<file path="config.mk">
export PLATFORM = sky130hd
export DESIGN_NAME = lpd_reset_bank
export DESIGN_NICKNAME = d
export VERILOG_FILES = /design/src/rtl/rstbank_pkg.sv /design/src/rtl/rst_field.sv /design/src/rtl/rst_core_map.sv /design/src/rtl/rst_fanout.sv /design/src/rtl/lpd_reset_bank.sv
export SDC_FILE = /design/constraint.sdc
export NUM_CORES = 1
export LEC_CHECK = 0
export BUFFER_PORTS_ARGS = -buffer_cell sky130_fd_sc_hd__buf_2
export CAP_MARGIN = 20
export CORE_MARGIN = 1
export CORE_UTILIZATION = 52
export DETAILED_ROUTE_END_ITERATION = 10
export GPL_TIMING_DRIVEN = 0
export PLACE_DENSITY = 0.86
export SLEW_MARGIN = 20
export SYNTH_ARGS = -nofsm -noshare
export SYNTH_HDL_FRONTEND = slang
export SYNTH_SLANG_ARGS = --single-unit
export TNS_END_PERCENT = 30
</file>
<file path="constraint.sdc">
create_clock -name clk -period 3.3 [get_ports clk]
set_input_delay 0.33 -clock clk [delete_from_list [all_inputs] [get_ports clk]]
set_output_delay 0.33 -clock clk [all_outputs]
set_load 0.02 [all_outputs]
</file>
<file path="src/rtl/rstbank_pkg.sv">
package rstbank_pkg;

  localparam int unsigned DATA_W = 32;

  // core control register
  localparam int unsigned CORE_W    = 5;
  localparam logic [CORE_W-1:0] CORE_MASK = 5'h17;
  localparam logic [CORE_W-1:0] CORE_INIT = 5'h17;
  localparam int unsigned NUM_CORES = 2;

  // multi-bit level registers
  localparam int unsigned DBG_W = 8;
  localparam logic [DBG_W-1:0] DBG_MASK = 8'h33;
  localparam logic [DBG_W-1:0] DBG_INIT = 8'h33;
  localparam int unsigned TMR_W = 4;
  localparam logic [TMR_W-1:0] TMR_MASK = 4'hF;
  localparam logic [TMR_W-1:0] TMR_INIT = 4'hF;
  localparam int unsigned FPD_W = 2;
  localparam logic [FPD_W-1:0] FPD_MASK = 2'h3;
  localparam logic [FPD_W-1:0] FPD_INIT = 2'h3;

  // word addresses
  localparam int unsigned ADDR_CORE   = 0;
  localparam int unsigned ADDR_DMA    = 1;
  localparam int unsigned ADDR_DBG    = 2;
  localparam int unsigned ADDR_TMR    = 3;
  localparam int unsigned ADDR_FPD    = 4;
  localparam int unsigned PERIPH_BASE = 5;

  // bits that go 0 -> 1 between old and new
  function automatic logic [DATA_W-1:0] set_edges(input logic [DATA_W-1:0] old_v,
                                                  input logic [DATA_W-1:0] new_v);
    return new_v & ~old_v;
  endfunction

  // bits that go 1 -> 0 between old and new
  function automatic logic [DATA_W-1:0] clr_edges(input logic [DATA_W-1:0] old_v,
                                                  input logic [DATA_W-1:0] new_v);
    return old_v & ~new_v;
  endfunction

endpackage

</file>
<file path="src/rtl/rst_field.sv">
module rst_field #(
  parameter int unsigned W = 1,
  parameter logic [W-1:0] RST_VAL = '1,
  parameter logic [W-1:0] MASK = '1
) (
  input  logic         clk,
  input  logic         rst_n,
  input  logic         wr_en,
  input  logic [W-1:0] wdata,
  output logic [W-1:0] q,
  output logic [W-1:0] rise_p,
  output logic [W-1:0] fall_p
);
  import rstbank_pkg::*;

  logic [W-1:0]      nxt;
  logic [DATA_W-1:0] rise_w;
  logic [DATA_W-1:0] fall_w;
  logic              edge_unused;

  assign nxt    = wdata & MASK;
  assign rise_w = set_edges(DATA_W'(q), DATA_W'(nxt));
  assign fall_w = clr_edges(DATA_W'(q), DATA_W'(nxt));
  assign edge_unused = ^{rise_w, fall_w};

  always_ff @(posedge clk or negedge rst_n) begin
    if (!rst_n) begin
      q      <= RST_VAL & MASK;
      rise_p <= '0;
      fall_p <= '0;
    end else begin
      rise_p <= '0;
      fall_p <= '0;
      if (wr_en) begin
        q      <= nxt;
        rise_p <= rise_w[W-1:0];
        fall_p <= fall_w[W-1:0];
      end
    end
  end

  // a rise event comes with the bit now set and previously clear
  assert_rise_edge_R7: assert property (@(posedge clk) disable iff (!rst_n)
    (rise_p != '0) |-> (((rise_p & q) == rise_p) && ((rise_p & $past(q)) == '0)));

  // a fall event comes with the bit now clear and previously set
  assert_fall_edge_R7: assert property (@(posedge clk) disable iff (!rst_n)
    (fall_p != '0) |-> (((fall_p & q) == '0) && ((fall_p & $past(q)) == fall_p)));

  // without a write the field holds and no event follows
  assert_hold_quiet_R4: assert property (@(posedge clk) disable iff (!rst_n)
    !wr_en |=> ($stable(q) && rise_p == '0 && fall_p == '0));

endmodule

</file>
<file path="src/rtl/rst_core_map.sv">
module rst_core_map (
  input  logic                                clk,
  input  logic                                rst_n,
  input  logic [rstbank_pkg::CORE_W-1:0]      q,
  input  logic [rstbank_pkg::CORE_W-1:0]      rise_p,
  input  logic [rstbank_pkg::CORE_W-1:0]      fall_p,
  output logic [rstbank_pkg::NUM_CORES-1:0]   core_rst,
  output logic [rstbank_pkg::NUM_CORES-1:0]   core_off_p,
  output logic [rstbank_pkg::NUM_CORES-1:0]   core_on_p,
  output logic [1:0]                          core_misc_rst
);
  import rstbank_pkg::*;

  logic misc_edge_unused;

  genvar c;
  generate
    for (c = 0; c < NUM_CORES; c++) begin : g_core
      assign core_rst[c]   = q[c];
      assign core_off_p[c] = rise_p[c];
      assign core_on_p[c]  = fall_p[c];
    end
  endgenerate

  assign core_misc_rst    = {q[4], q[2]};
  assign misc_edge_unused = ^{rise_p[CORE_W-1:NUM_CORES], fall_p[CORE_W-1:NUM_CORES],
                              q[3]};

  // a turn-on pulse only when the core has left reset
  assert_on_after_release_R5: assert property (@(posedge clk) disable iff (!rst_n)
    (core_on_p != '0) |-> ((core_on_p & core_rst) == '0));

endmodule

</file>
<file path="src/rtl/rst_fanout.sv">
module rst_fanout #(
  parameter int unsigned N = 8
) (
  input  logic         clk,
  input  logic         rst_n,
  input  logic         lvl,
  input  logic         rise_p,
  input  logic         fall_p,
  output logic [N-1:0] lvl_o,
  output logic [N-1:0] asrt_o,
  output logic [N-1:0] rel_o
);

  genvar k;
  generate
    for (k = 0; k < N; k++) begin : g_ch
      assign lvl_o[k]  = lvl;
      assign asrt_o[k] = rise_p;
      assign rel_o[k]  = fall_p;
    end
  endgenerate

  // channel assert events follow a 0-to-1 change of the shared bit
  assert_fanout_rise_R6: assert property (@(posedge clk) disable iff (!rst_n)
    (asrt_o != '0) |-> (lvl_o == '1 && $past(lvl) == 1'b0));

endmodule

</file>
<file path="src/rtl/lpd_reset_bank.sv">
module lpd_reset_bank #(
  parameter int unsigned ADDR_W = 5,
  parameter int unsigned DMA_CH = 8,
  parameter int unsigned NUM_PERIPH = 16,
  parameter logic [NUM_PERIPH-1:0] PERIPH_RST_VAL = 16'h3FFF
) (
  input  logic                  clk,
  input  logic                  rst_n,
  input  logic                  bus_wr,
  input  logic [ADDR_W-1:0]     bus_addr,
  input  logic [31:0]           bus_wdata,
  output logic [31:0]           bus_rdata,
  output logic [1:0]            core_rst,
  output logic [1:0]            core_off_p,
  output logic [1:0]            core_on_p,
  output logic [1:0]            core_misc_rst,
  output logic [DMA_CH-1:0]     dma_rst,
  output logic [DMA_CH-1:0]     dma_assert_p,
  output logic [DMA_CH-1:0]     dma_release_p,
  output logic [NUM_PERIPH-1:0] periph_rst,
  output logic [NUM_PERIPH-1:0] periph_assert_p,
  output logic [NUM_PERIPH-1:0] periph_release_p,
  output logic [7:0]            dbg_rst,
  output logic [3:0]            tmr_rst,
  output logic [1:0]            fpd_rst
);
  import rstbank_pkg::*;

  localparam int unsigned MAP_END = PERIPH_BASE + NUM_PERIPH;

  // address decode
  logic we_core, we_dma, we_dbg, we_tmr, we_fpd;
  logic addr_mapped;
  logic [NUM_PERIPH-1:0] we_periph;

  assign we_core = bus_wr && (bus_addr == ADDR_W'(ADDR_CORE));
  assign we_dma  = bus_wr && (bus_addr == ADDR_W'(ADDR_DMA));
  assign we_dbg  = bus_wr && (bus_addr == ADDR_W'(ADDR_DBG));
  assign we_tmr  = bus_wr && (bus_addr == ADDR_W'(ADDR_TMR));
  assign we_fpd  = bus_wr && (bus_addr == ADDR_W'(ADDR_FPD));
  assign addr_mapped = (32'(bus_addr) < MAP_END);

  // core control register
  logic [CORE_W-1:0] core_q, core_rise, core_fall;

  rst_field #(.W(CORE_W), .RST_VAL(CORE_INIT), .MASK(CORE_MASK)) u_core (
    .clk(clk), .rst_n(rst_n), .wr_en(we_core), .wdata(bus_wdata[CORE_W-1:0]),
    .q(core_q), .rise_p(core_rise), .fall_p(core_fall)
  );

  rst_core_map u_core_map (
    .clk(clk), .rst_n(rst_n), .q(core_q), .rise_p(core_rise), .fall_p(core_fall),
    .core_rst(core_rst), .core_off_p(core_off_p), .core_on_p(core_on_p),
    .core_misc_rst(core_misc_rst)
  );

  // DMA group register
  logic dma_q, dma_rise, dma_fall;

  rst_field #(.W(1), .RST_VAL(1'b1), .MASK(1'b1)) u_dma (
    .clk(clk), .rst_n(rst_n), .wr_en(we_dma), .wdata(bus_wdata[0]),
    .q(dma_q), .rise_p(dma_rise), .fall_p(dma_fall)
  );

  rst_fanout #(.N(DMA_CH)) u_dma_fan (
    .clk(clk), .rst_n(rst_n), .lvl(dma_q), .rise_p(dma_rise), .fall_p(dma_fall),
    .lvl_o(dma_rst), .asrt_o(dma_assert_p), .rel_o(dma_release_p)
  );

  // level-only multi-bit registers
  logic [DBG_W-1:0] dbg_rise, dbg_fall;
  logic [TMR_W-1:0] tmr_rise, tmr_fall;
  logic [FPD_W-1:0] fpd_rise, fpd_fall;
  logic             level_edge_unused;

  rst_field #(.W(DBG_W), .RST_VAL(DBG_INIT), .MASK(DBG_MASK)) u_dbg (
    .clk(clk), .rst_n(rst_n), .wr_en(we_dbg), .wdata(bus_wdata[DBG_W-1:0]),
    .q(dbg_rst), .rise_p(dbg_rise), .fall_p(dbg_fall)
  );

  rst_field #(.W(TMR_W), .RST_VAL(TMR_INIT), .MASK(TMR_MASK)) u_tmr (
    .clk(clk), .rst_n(rst_n), .wr_en(we_tmr), .wdata(bus_wdata[TMR_W-1:0]),
    .q(tmr_rst), .rise_p(tmr_rise), .fall_p(tmr_fall)
  );

  rst_field #(.W(FPD_W), .RST_VAL(FPD_INIT), .MASK(FPD_MASK)) u_fpd (
    .clk(clk), .rst_n(rst_n), .wr_en(we_fpd), .wdata(bus_wdata[FPD_W-1:0]),
    .q(fpd_rst), .rise_p(fpd_rise), .fall_p(fpd_fall)
  );

  assign level_edge_unused = ^{dbg_rise, dbg_fall, tmr_rise, tmr_fall, fpd_rise, fpd_fall,
                               bus_wdata[31:DBG_W]};

  // single-bit peripheral targets
  genvar p;
  generate
    for (p = 0; p < NUM_PERIPH; p++) begin : g_periph
      assign we_periph[p] = bus_wr && (bus_addr == ADDR_W'(PERIPH_BASE + p));
      rst_field #(.W(1), .RST_VAL(PERIPH_RST_VAL[p]), .MASK(1'b1)) u_tgt (
        .clk(clk), .rst_n(rst_n), .wr_en(we_periph[p]), .wdata(bus_wdata[0]),
        .q(periph_rst[p]), .rise_p(periph_assert_p[p]), .fall_p(periph_release_p[p])
      );
    end
  endgenerate

  // read multiplexer
  always_comb begin
    bus_rdata = '0;
    if (bus_addr == ADDR_W'(ADDR_CORE)) bus_rdata = 32'(core_q);
    if (bus_addr == ADDR_W'(ADDR_DMA))  bus_rdata = 32'(dma_q);
    if (bus_addr == ADDR_W'(ADDR_DBG))  bus_rdata = 32'(dbg_rst);
    if (bus_addr == ADDR_W'(ADDR_TMR))  bus_rdata = 32'(tmr_rst);
    if (bus_addr == ADDR_W'(ADDR_FPD))  bus_rdata = 32'(fpd_rst);
    for (int i = 0; i < NUM_PERIPH; i++) begin
      if (bus_addr == ADDR_W'(PERIPH_BASE + i)) bus_rdata = 32'(periph_rst[i]);
    end
  end

  // rewriting the stored core value raises no core pulse
  assert_core_rewrite_quiet_R4: assert property (@(posedge clk) disable iff (!rst_n)
    (we_core && ((bus_wdata[CORE_W-1:0] & CORE_MASK) == core_q))
      |=> (core_off_p == '0 && core_on_p == '0));

  // a write to an unmapped address leaves every level alone
  assert_unmapped_ignored_R2: assert property (@(posedge clk) disable iff (!rst_n)
    (bus_wr && !addr_mapped) |=> ($stable(periph_rst) && $stable(core_rst) &&
                                  $stable(dma_rst) && periph_assert_p == '0 &&
                                  periph_release_p == '0));

  // a turn-off pulse only when the core has entered reset
  assert_off_after_assert_R5: assert property (@(posedge clk) disable iff (!rst_n)
    (core_off_p != '0) |-> ((core_off_p & ~core_rst) == '0));

endmodule

</file>
-- Word level (Yosys, flattened, before mapping)
Cells that the tools add are included.
- register bits: 69
- output and inout bits: 126
- logic and storage cells: 212
- equality and inequality tests: 20
- mux-type cells: 57
- bitwise logic cells: 56
- reduce and logical (&&, ||, !) cells: 22
- operators with widths (kind ; number):
    $mux 32 ; 20
    $eq 5x4->1 const B ; 8
    $and 1x1->1 ; 34
    $mux 1 ; 34
    $eq 5x5->1 const B ; 5
    $logic_and 1x1->1 ; 21
    $eq 5x3->1 const B ; 4
    $not 1->1 ; 18
    $eq 5x2->1 const B ; 2
    $eq 5x1->1 const B ; 1
    $logic_not 5->1 ; 1
    $mux 5 ; 1
    $and 2x2->2 ; 2
    $mux 2 ; 2
    $not 2->2 ; 2

-- Logic depth before layout (Yosys ltp)
Gate-level depths: netlist (run 1).
- depth after elaboration: 22
- gate-level depth with buffers: 7

-- Hierarchy
Synthesis (run 1) repeated with hierarchy kept, for this count alone.
- cell total of the unflattened synthesis: 375
- area total of the unflattened synthesis: 4679.5 um2
- modules (own cells, without submodules) (module ; instances ; cells each ; area an instance (um2) ; sequential area each (um2)):
    rst_field (g_periph[0].u_tgt ...) ; 15 ; 6 ; 111.4 ; 76.3
    lpd_reset_bank ; 1 ; 137 ; 873.3 ; 0.0
    rst_field (u_dbg) ; 1 ; 38 ; 540.5 ; 305.3
    rst_field (u_core) ; 1 ; 29 ; 473.0 ; 305.3
    rst_field (u_tmr) ; 1 ; 25 ; 446.7 ; 305.3
    rst_field (g_periph[14].u_tgt ...) ; 2 ; 6 ; 110.1 ; 75.1
    rst_field (u_fpd) ; 1 ; 12 ; 215.2 ; 152.6
    rst_fanout ; 1 ; 24 ; 180.2 ; 0.0
    rst_core_map ; 1 ; 8 ; 60.1 ; 0.0

-- Worst setup path before layout (run 1)
Ideal clock, no wire load.
- path kind: input -> output
- start: input bus_addr[3]
- end: output bus_rdata[0]
- arrival: 1.674 ns
- slack: 1.296 ns
- stages: 6
- path buffers: 2
- cells stage by stage: buf_2 or3b_1 buf_2 nor3_1 o32ai_1 a32oi_1
- word-level cells in the longest chain between the ends: 22
- RTL lines (element ; line ; RTL):
    start: declaration ; lpd_reset_bank.sv:10 ; input logic [ADDR_W-1:0] bus_addr,
    $logic_not 5->1 ; lpd_reset_bank.sv:109 ; if (bus_addr == ADDR_W'(ADDR_CORE)) bus_rdata = 32'(core_q);
    $mux 5 ; lpd_reset_bank.sv:109 ;
    $mux 32 ; lpd_reset_bank.sv:110 ; if (bus_addr == ADDR_W'(ADDR_DMA)) bus_rdata = 32'(dma_q);
    $mux 32 ; lpd_reset_bank.sv:111 ; if (bus_addr == ADDR_W'(ADDR_DBG)) bus_rdata = 32'(dbg_rst);
    $mux 32 ; lpd_reset_bank.sv:112 ; if (bus_addr == ADDR_W'(ADDR_TMR)) bus_rdata = 32'(tmr_rst);
    $mux 32 ; lpd_reset_bank.sv:113 ; if (bus_addr == ADDR_W'(ADDR_FPD)) bus_rdata = 32'(fpd_rst);
    $mux 32 (15 in a row) ; lpd_reset_bank.sv:115 ; if (bus_addr == ADDR_W'(PERIPH_BASE + i)) bus_rdata = 32'(periph_rst[i]);
    $mux 32 * ; lpd_reset_bank.sv:115 ;
    end: declaration ; lpd_reset_bank.sv:12 ; output logic [31:0] bus_rdata,
Every way passes the cells marked *; elsewhere a longest branch is shown, timed or not.

-- Final worst setup path (run 1)
- start: register g_periph[11].u_tgt.q
- end: output bus_rdata[0]
- word-level cells in the longest chain between the ends: 5
- RTL lines (element ; line ; RTL):
    start: declaration ; rst_field.sv:10 ; output logic [W-1:0] q,
    start signal: assignment ; rst_field.sv:28 ; q <= RST_VAL & MASK;
    start signal: assignment ; rst_field.sv:35 ; q <= nxt;
    $mux 32 (5 in a row) ; lpd_reset_bank.sv:115 ;
Every way passes these cells.

==> flow_summary.ini, run 1 <==
[timing]
fin_crit_sh_pct = 68.7
totalNegativeSetupSlack_ps = 0
max_slew.worst_pin.slew_ps = 798
setup_violations = 0
min_period_ps = 2270
setup_slack_ps = 1030
hold_viol_final = 0
grt_setup_unrepaired = false
hold_ws_ps = 214
report.final.slew_viol_count = 0
slew_headroom_pct = 46.7
timing.fmax_ghz = 0.441
finClkSkew_ps = 6.58

[clocking]
postCtsSetupBuffers = 0
cts_buffers = 9
clk_pin_slew_worst_paths_ps = 70
cts_root_buffer = clkbuf_8
clockBufferDepth = 2
worstSkewPairLatency_ps = 340
clock_sinks = 69
ctsHtreeMaxLevel = 3
cts_tree = done

[drt]
first_pass_iters = 4
drt-initial-drc-count = 128
avgRoutedWirePerCell_um = 14.4
routed_wl_um = 9170
drcViolationCount = 0
vias_per_cell = 4.85
vias = 3090
final_antenna_net_count = 0

[power_and_ir_drop]
power_leakage_nw = 2.64
peakVddDrop_mv = 0.353
power_frac_seq_pct = 46.0
p_sw_share_pct = 31.2
pwr-share-comb_pct = 24.9
power_density_nw_per_um2 = 479
p_int_mw = 1.60
power_frac_clock_pct = 29.1
finalPower_mw = 2.32
p_sw_mw = 0.724

[global_route]
grt_max_degree = 37
track_usage_pct = 24.5
grt_antenna_before_repair = 0
grt_pass1_vias = 2741
overflow = 0
grt_pass1_wl_um = 14000

[synth]
async_flop_share_pct = 100
synth_top_area_share_pct = 25.9
avgSynthCellArea_um2 = 10.0
ys_warn_count = 0
synth_edf_count = 0
synth_area_leaders = dfrtp_1 26%, buf_4 20%, dfstp_2 20%, mux2_2 8.5%, nand2_1 3.5%
synth_cell_types = 42
syn_inst = 385
syn-cell-area_um2 = 3860
yosysSeqAreaShare_pct = 45.6
synth-main-ff-cell = dfrtp_1
ys_seq_elements = 69
synth_top_cell_by_area = dfrtp_1

[setup_path]
path_delay_family = flip-flops
critPathKind = reg -> out
r2r_start = u_dma.q
rrSetupSlack_ps = 2370
crit_end = bus_rdata[0]
slowest_stage = dfstp_2
slowest_delay_ps = 560
startpoint = g_periph[11].u_tgt.q
critPathRequiredTime_ps = 2970
rr_endpoint = u_dma.fall_p
path_cells = nor2b_1, a211oi_1, nor3_1, o32ai_1, a32oi_1, buf_2
worstRegToRegCells = 2
endpoint_kind = output port
crit_arrival_ps = 1940
cp_max_fo = 5
cp.buffers_inverters = 1
critPathLaunchType = flop
cp.depth = 6

[cells_and_area]
drive_above_1_share_pct = 54.5
fill_cells = 610
area_delta_synth_final_pct = 25.6
antenna_cells = 0
nets = 573
design_area_um2 = 4850

[placed_design]
dp_hpwl_um = 6780
place.port_buffers = 106
globalplace.congestion = 0.884
place_ws_ps = 1090
postPlaceCellArea_um2 = 4650

[floorplan]
die_h_um = 88.2
fp.dieArea_um2 = 7780
start_util_pct = 53.5
coreArea_um2 = 7210
boundaryPins = 166
die_w_um = 88.2
rows = 31

[run_status]
status = finished clean

[min_path]
hold_path_class = in -> reg

[run]
maxCapViolCount = 0
[layout by cell type, fill, tap and decap left out, types with 15 or more instances in the layout]
cell type and count:
nand2_1 36, dfstp_2 29, conb_1 30, and3_1 15, dfrtp_1 40, nor2_1 23
buf_2 112, buf_4 103, nor3_1 15, mux2_2 29
[routing by layer]
metal	share of wire, %	vias to the layer above	wire [um]	track usage, %
li1	-	1471	-	-
met1	44	1486	4010	31.3
met2	49	120	4480	40.1
met3	5.8	13	534	6.79
met4	1.5	0	140	8.80
met5	0	-	0	0
[registers in the layout, indices dropped and copies added, names as in the netlist]
| register | cells |
|---|---|
| u_core.rise_p | 2 |
| u_dma.q | 1 |
| u_core.q | 4 |
| u_dbg.q | 4 |
| g_periph.u_tgt.q | 16 |
| u_dma.fall_p | 1 |
| g_periph.u_tgt.fall_p | 16 |
| u_fpd.q | 2 |
| u_core.fall_p | 2 |
| u_tmr.q | 4 |
| u_dma.rise_p | 1 |
| g_periph.u_tgt.rise_p | 16 |
[kinds of logic (layout without fill, tap and decap cells)]
kind of cell	count (synthesis)	in the layout	share of synthesized area, %
simple gates	136	136	18.2
buf+inv	120	244	22.2
flops	69	69	45.6
mux	30	30	8.71
compound gates	29	29	5.12
other cells	1	30	0.0971
[cells in the mapped netlist, types with 2 or more instances]
cell type,n
a21oi_1,6
and4_1,2
nand4_1,2
buf_4,102
dfstp_2,29
nand2b_1,6
a211oi_1,3
dfrtp_1,40
clkbuf_1,6
nor3b_1,6
o2bb2ai_1,3
o21ai_0,5
mux2_2,29
nor3_1,15
o22ai_1,3
buf_1,2
nor2_1,23
and3_1,15
nand3_1,10
buf_2,7
nor4_1,7
nand2_1,36
a22o_1,2
nor2b_1,7
buf_6,2
[worst min-delay path by stage]
stage	to	slack, ps	cells after the start	from
2_1_floorplan	g_periph[0].u_tgt.fall_p	30	0	rst_n
3_3_place_gp	g_periph[2].u_tgt.fall_p	490	2	g_periph[2].u_tgt.q
3_5_place_dp	g_periph[15].u_tgt.fall_p	300	1	rst_n
4_1_cts	u_dbg.q[5]	200	2	bus_wdata[5]
5_1_grt	u_tmr.q[3]	200	2	bus_wdata[3]
6_report	u_dbg.q[5]	210	2	bus_wdata[5]
[cell type report]
cell class	count	area [um2]	area share, %
Inverter	1	3.75	0.0774
Clock inverter	4	47.5	0.980
Timing Repair Buffer	108	563	11.6
Multi-Input combinational cell	225	1350	27.9
Tap cell	99	124	2.55
Sequential cell	69	1760	36.3
Clock buffer	12	145	2.99
Buffer	119	853	17.6
[power groups by stage]
stage                     sequential [mW]  clock, mW  combinational, mW
after floorplan                      1.10          0              0.377
after global placement               1.08          0              0.563
after detailed placement             1.08          0              0.576
after CTS                            1.07      0.690              0.578
after global routing                 1.08      0.727              0.622
final                                1.07      0.676              0.577
[metrics by stage]
stage               std cells  utilization (%)
floorplan                 414                -
global placement          619             64.1
detailed placement        620             64.4
CTS                       637             67.2
global route              637             67.2
finish                    637             67.2
[worst reg2reg max path, delay by kind of cell, from the launching register on]
family,cells,cell delay [ps]
flip-flops,1,690
AND/OR/NAND/NOR,2,180
[what timing repair did]
action,CTS,global route
gates resized for setup,0,0
endpoints found under the hold margin,24,0
hold buffers,1,0
No activity file was read; power rests on OpenSTA's default activity.
==> inputs of run 2 (changes only) <==
CORE_UTILIZATION = 43   (was 52)
PLACE_DENSITY = 0.76   (was 0.86)
clock period = 2 ns   (was 3.3 ns; I/O delays follow)
==> run 2 against run 1 <==
- the run now ends with setup timing left
- non-clock buffer count grew 4
- first-iteration DRC count grew 0.78%
- critical path depth is the same
- total power grew 73%
- clock-buffer cell count shrank 2
- clock power grew 88%
- utilization shrank 10 points
- cell count grew 2.0%
- routed wire length shrank 2.0%
- combinational power grew 73%
- sequential power grew 64%
- sequential cell count is the same
- critical path type unchanged
- highest routed layer unchanged
==> flow_summary.ini, run 2 (synthesized netlist as in run 1, its figures left out) <==
[floorplan]
coreArea_um2 = 8720
start_util_pct = 44.3
die_w_um = 96.8
die_h_um = 96.8
boundaryPins = 166
fp.dieArea_um2 = 9370
rows = 34

[min_path]
hold_path_class = in -> reg
min_to = u_core.fall_p[1]
min_path_cells = 2
hp-start = bus_wdata[1]

[timing]
setup_slack_ps = -94.1
timing.fmax_ghz = 0.478
min_period_ps = 2090
max_slew.worst_pin.slew_ps = 899
setup_violations = 2
report.final.slew_viol_count = 0
finClkSkew_ps = 6.84
grt_setup_unrepaired = true
fin_crit_sh_pct = 105
slew_headroom_pct = 39.9
hold_viol_final = 0

[setup_path]
critPathLaunchType = flop
rr_endpoint = u_dma.fall_p
cp.buffers_inverters = 1
slowest_stage = dfstp_2
path_delay_family = flip-flops
slowest_delay_ps = 550
cp.depth = 6
rrSetupSlack_ps = 1010
cp_max_fo = 3
critPathRequiredTime_ps = 1800
critPathKind = reg -> out
r2r_start = u_dma.q
path_cells = nor2b_4, a211oi_2, nor4_2, o22ai_1, a32oi_1, buf_4
worstRegToRegCells = 3
crit_arrival_ps = 1890
endpoint_kind = output port

[clocking]
cts_root_buffer = clkbuf_8
worstSkewPairLatency_ps = 350
ctsHtreeMaxLevel = 3
cts_tree = done
cts_buffers = 9
clock_sinks = 69
clockBufferDepth = 2
clk_pin_slew_worst_paths_ps = 80

[global_route]
grt_pass1_vias = 2877
track_usage_pct = 20.0
grt_pass1_wl_um = 14700
overflow = 0
grt_max_degree = 38
grt_antenna_before_repair = 0

[power_and_ir_drop]
peakVddDrop_mv = 0.488
power_density_nw_per_um2 = 811
finalPower_mw = 4.02
power_leakage_nw = 2.68

[cells_and_area]
drive_above_1_share_pct = 56.5
largestRegisters = g_periph.u_tgt.fall_p x16, g_periph.u_tgt.q x16, g_periph.u_tgt.rise_p x16
nets = 577
fill_cells = 784
final_cell_mix = 110 x buf_2, 109 x buf_4, 40 x dfrtp_1, 36 x nand2_1, 30 x conb_1
design_area_um2 = 4960
regArea_um2 = 1760
multiInputGateArea_um2 = 1390
area_delta_synth_final_pct = 28.5
antenna_cells = 0
final_common_cell = buf_2

[drt]
vias_per_cell = 4.72
first_pass_iters = 4
drt-initial-drc-count = 129
drcViolationCount = 0
avgRoutedWirePerCell_um = 13.8
vias = 3068
final_antenna_net_count = 0
routed_wl_um = 8990

[placed_design]
place.port_buffers = 106
globalplace.congestion = 0.896
postPlaceCellArea_um2 = 4660
dp_hpwl_um = 6690

[run_status]
failed_checks = setup timing
status = complete, but fails checks

[run]
maxCapViolCount = 0
[run 2: stage by stage]
step / utilization [%] / TNS, ps / cells / hold slack, ps / setup slack [ps]
final: 56.9 / -99.9 / 650 / 74.2 / -94.1
after global routing: 56.9 / -237 / 650 / 63.0 / -150
after CTS: 56.5 / -132 / 650 / 57.7 / -107
after detailed placement: 53.4 / -8.67 / 629 / 176 / -8.67
after global placement: 53.2 / 0 / 628 / 433 / 22.7
after floorplan: - / 0 / 414 / -95.6 / 256
[run 2: layout make-up]
class,count,area share (%)
plain buffers,119,17.2
well taps,108,2.72
inverters,1,0.0756
repair buffers,112,12.0
flip-flops and latches,69,35.5
clock buffers,10,2.77
clock inverters,6,1.74
multi-input cells,225,27.9
[run 2: per-layer routing]
layer | global-route usage [%] | share of wire (%) | wire length [um] | up-vias
li1 | - | - | - | 1484
met1 | 26.9 | 44 | 4000 | 1436
met2 | 31.4 | 47 | 4190 | 132
met3 | 4.84 | 7.0 | 628 | 16
met4 | 7.69 | 2.0 | 176 | 0
met5 | 0 | 0 | 0 | -
[run 2: worst reg2reg max path, stage by stage, from the launching register on]
cell and delay, ps:
dfstp_2 570, buf_4 190, nand2_1 60, nor2_1 100
[run 2: report_power, final]
group	switching (mW)	internal [mW]	total, mW
Combinational	0.558	0.447	1.00
Clock	0.539	0.733	1.27
Sequential	0.139	1.61	1.75
Total	1.24	2.79	4.02
[run 2: what timing repair did]
action,4_1_cts,5_1_grt
endpoints found under the hold margin,14,0
buffers inserted,4,0
resized for setup,0,10
endpoints found under the setup margin,2,2
pin swaps,3,3
hold buffers,1,0
[run 2: worst max-delay path by stage]
stage / startpoint / end / slack [ps]
2_1_floorplan: bus_addr[3] / bus_rdata[0] / 260
3_3_place_gp: bus_addr[4] / bus_rdata[0] / 20
3_5_place_dp: bus_wdata[0] / g_periph[10].u_tgt.fall_p / -9
4_1_cts: u_fpd.q[0] / bus_rdata[0] / -110
5_1_grt: u_fpd.q[0] / bus_rdata[0] / -150
6_report: u_fpd.q[0] / bus_rdata[0] / -90
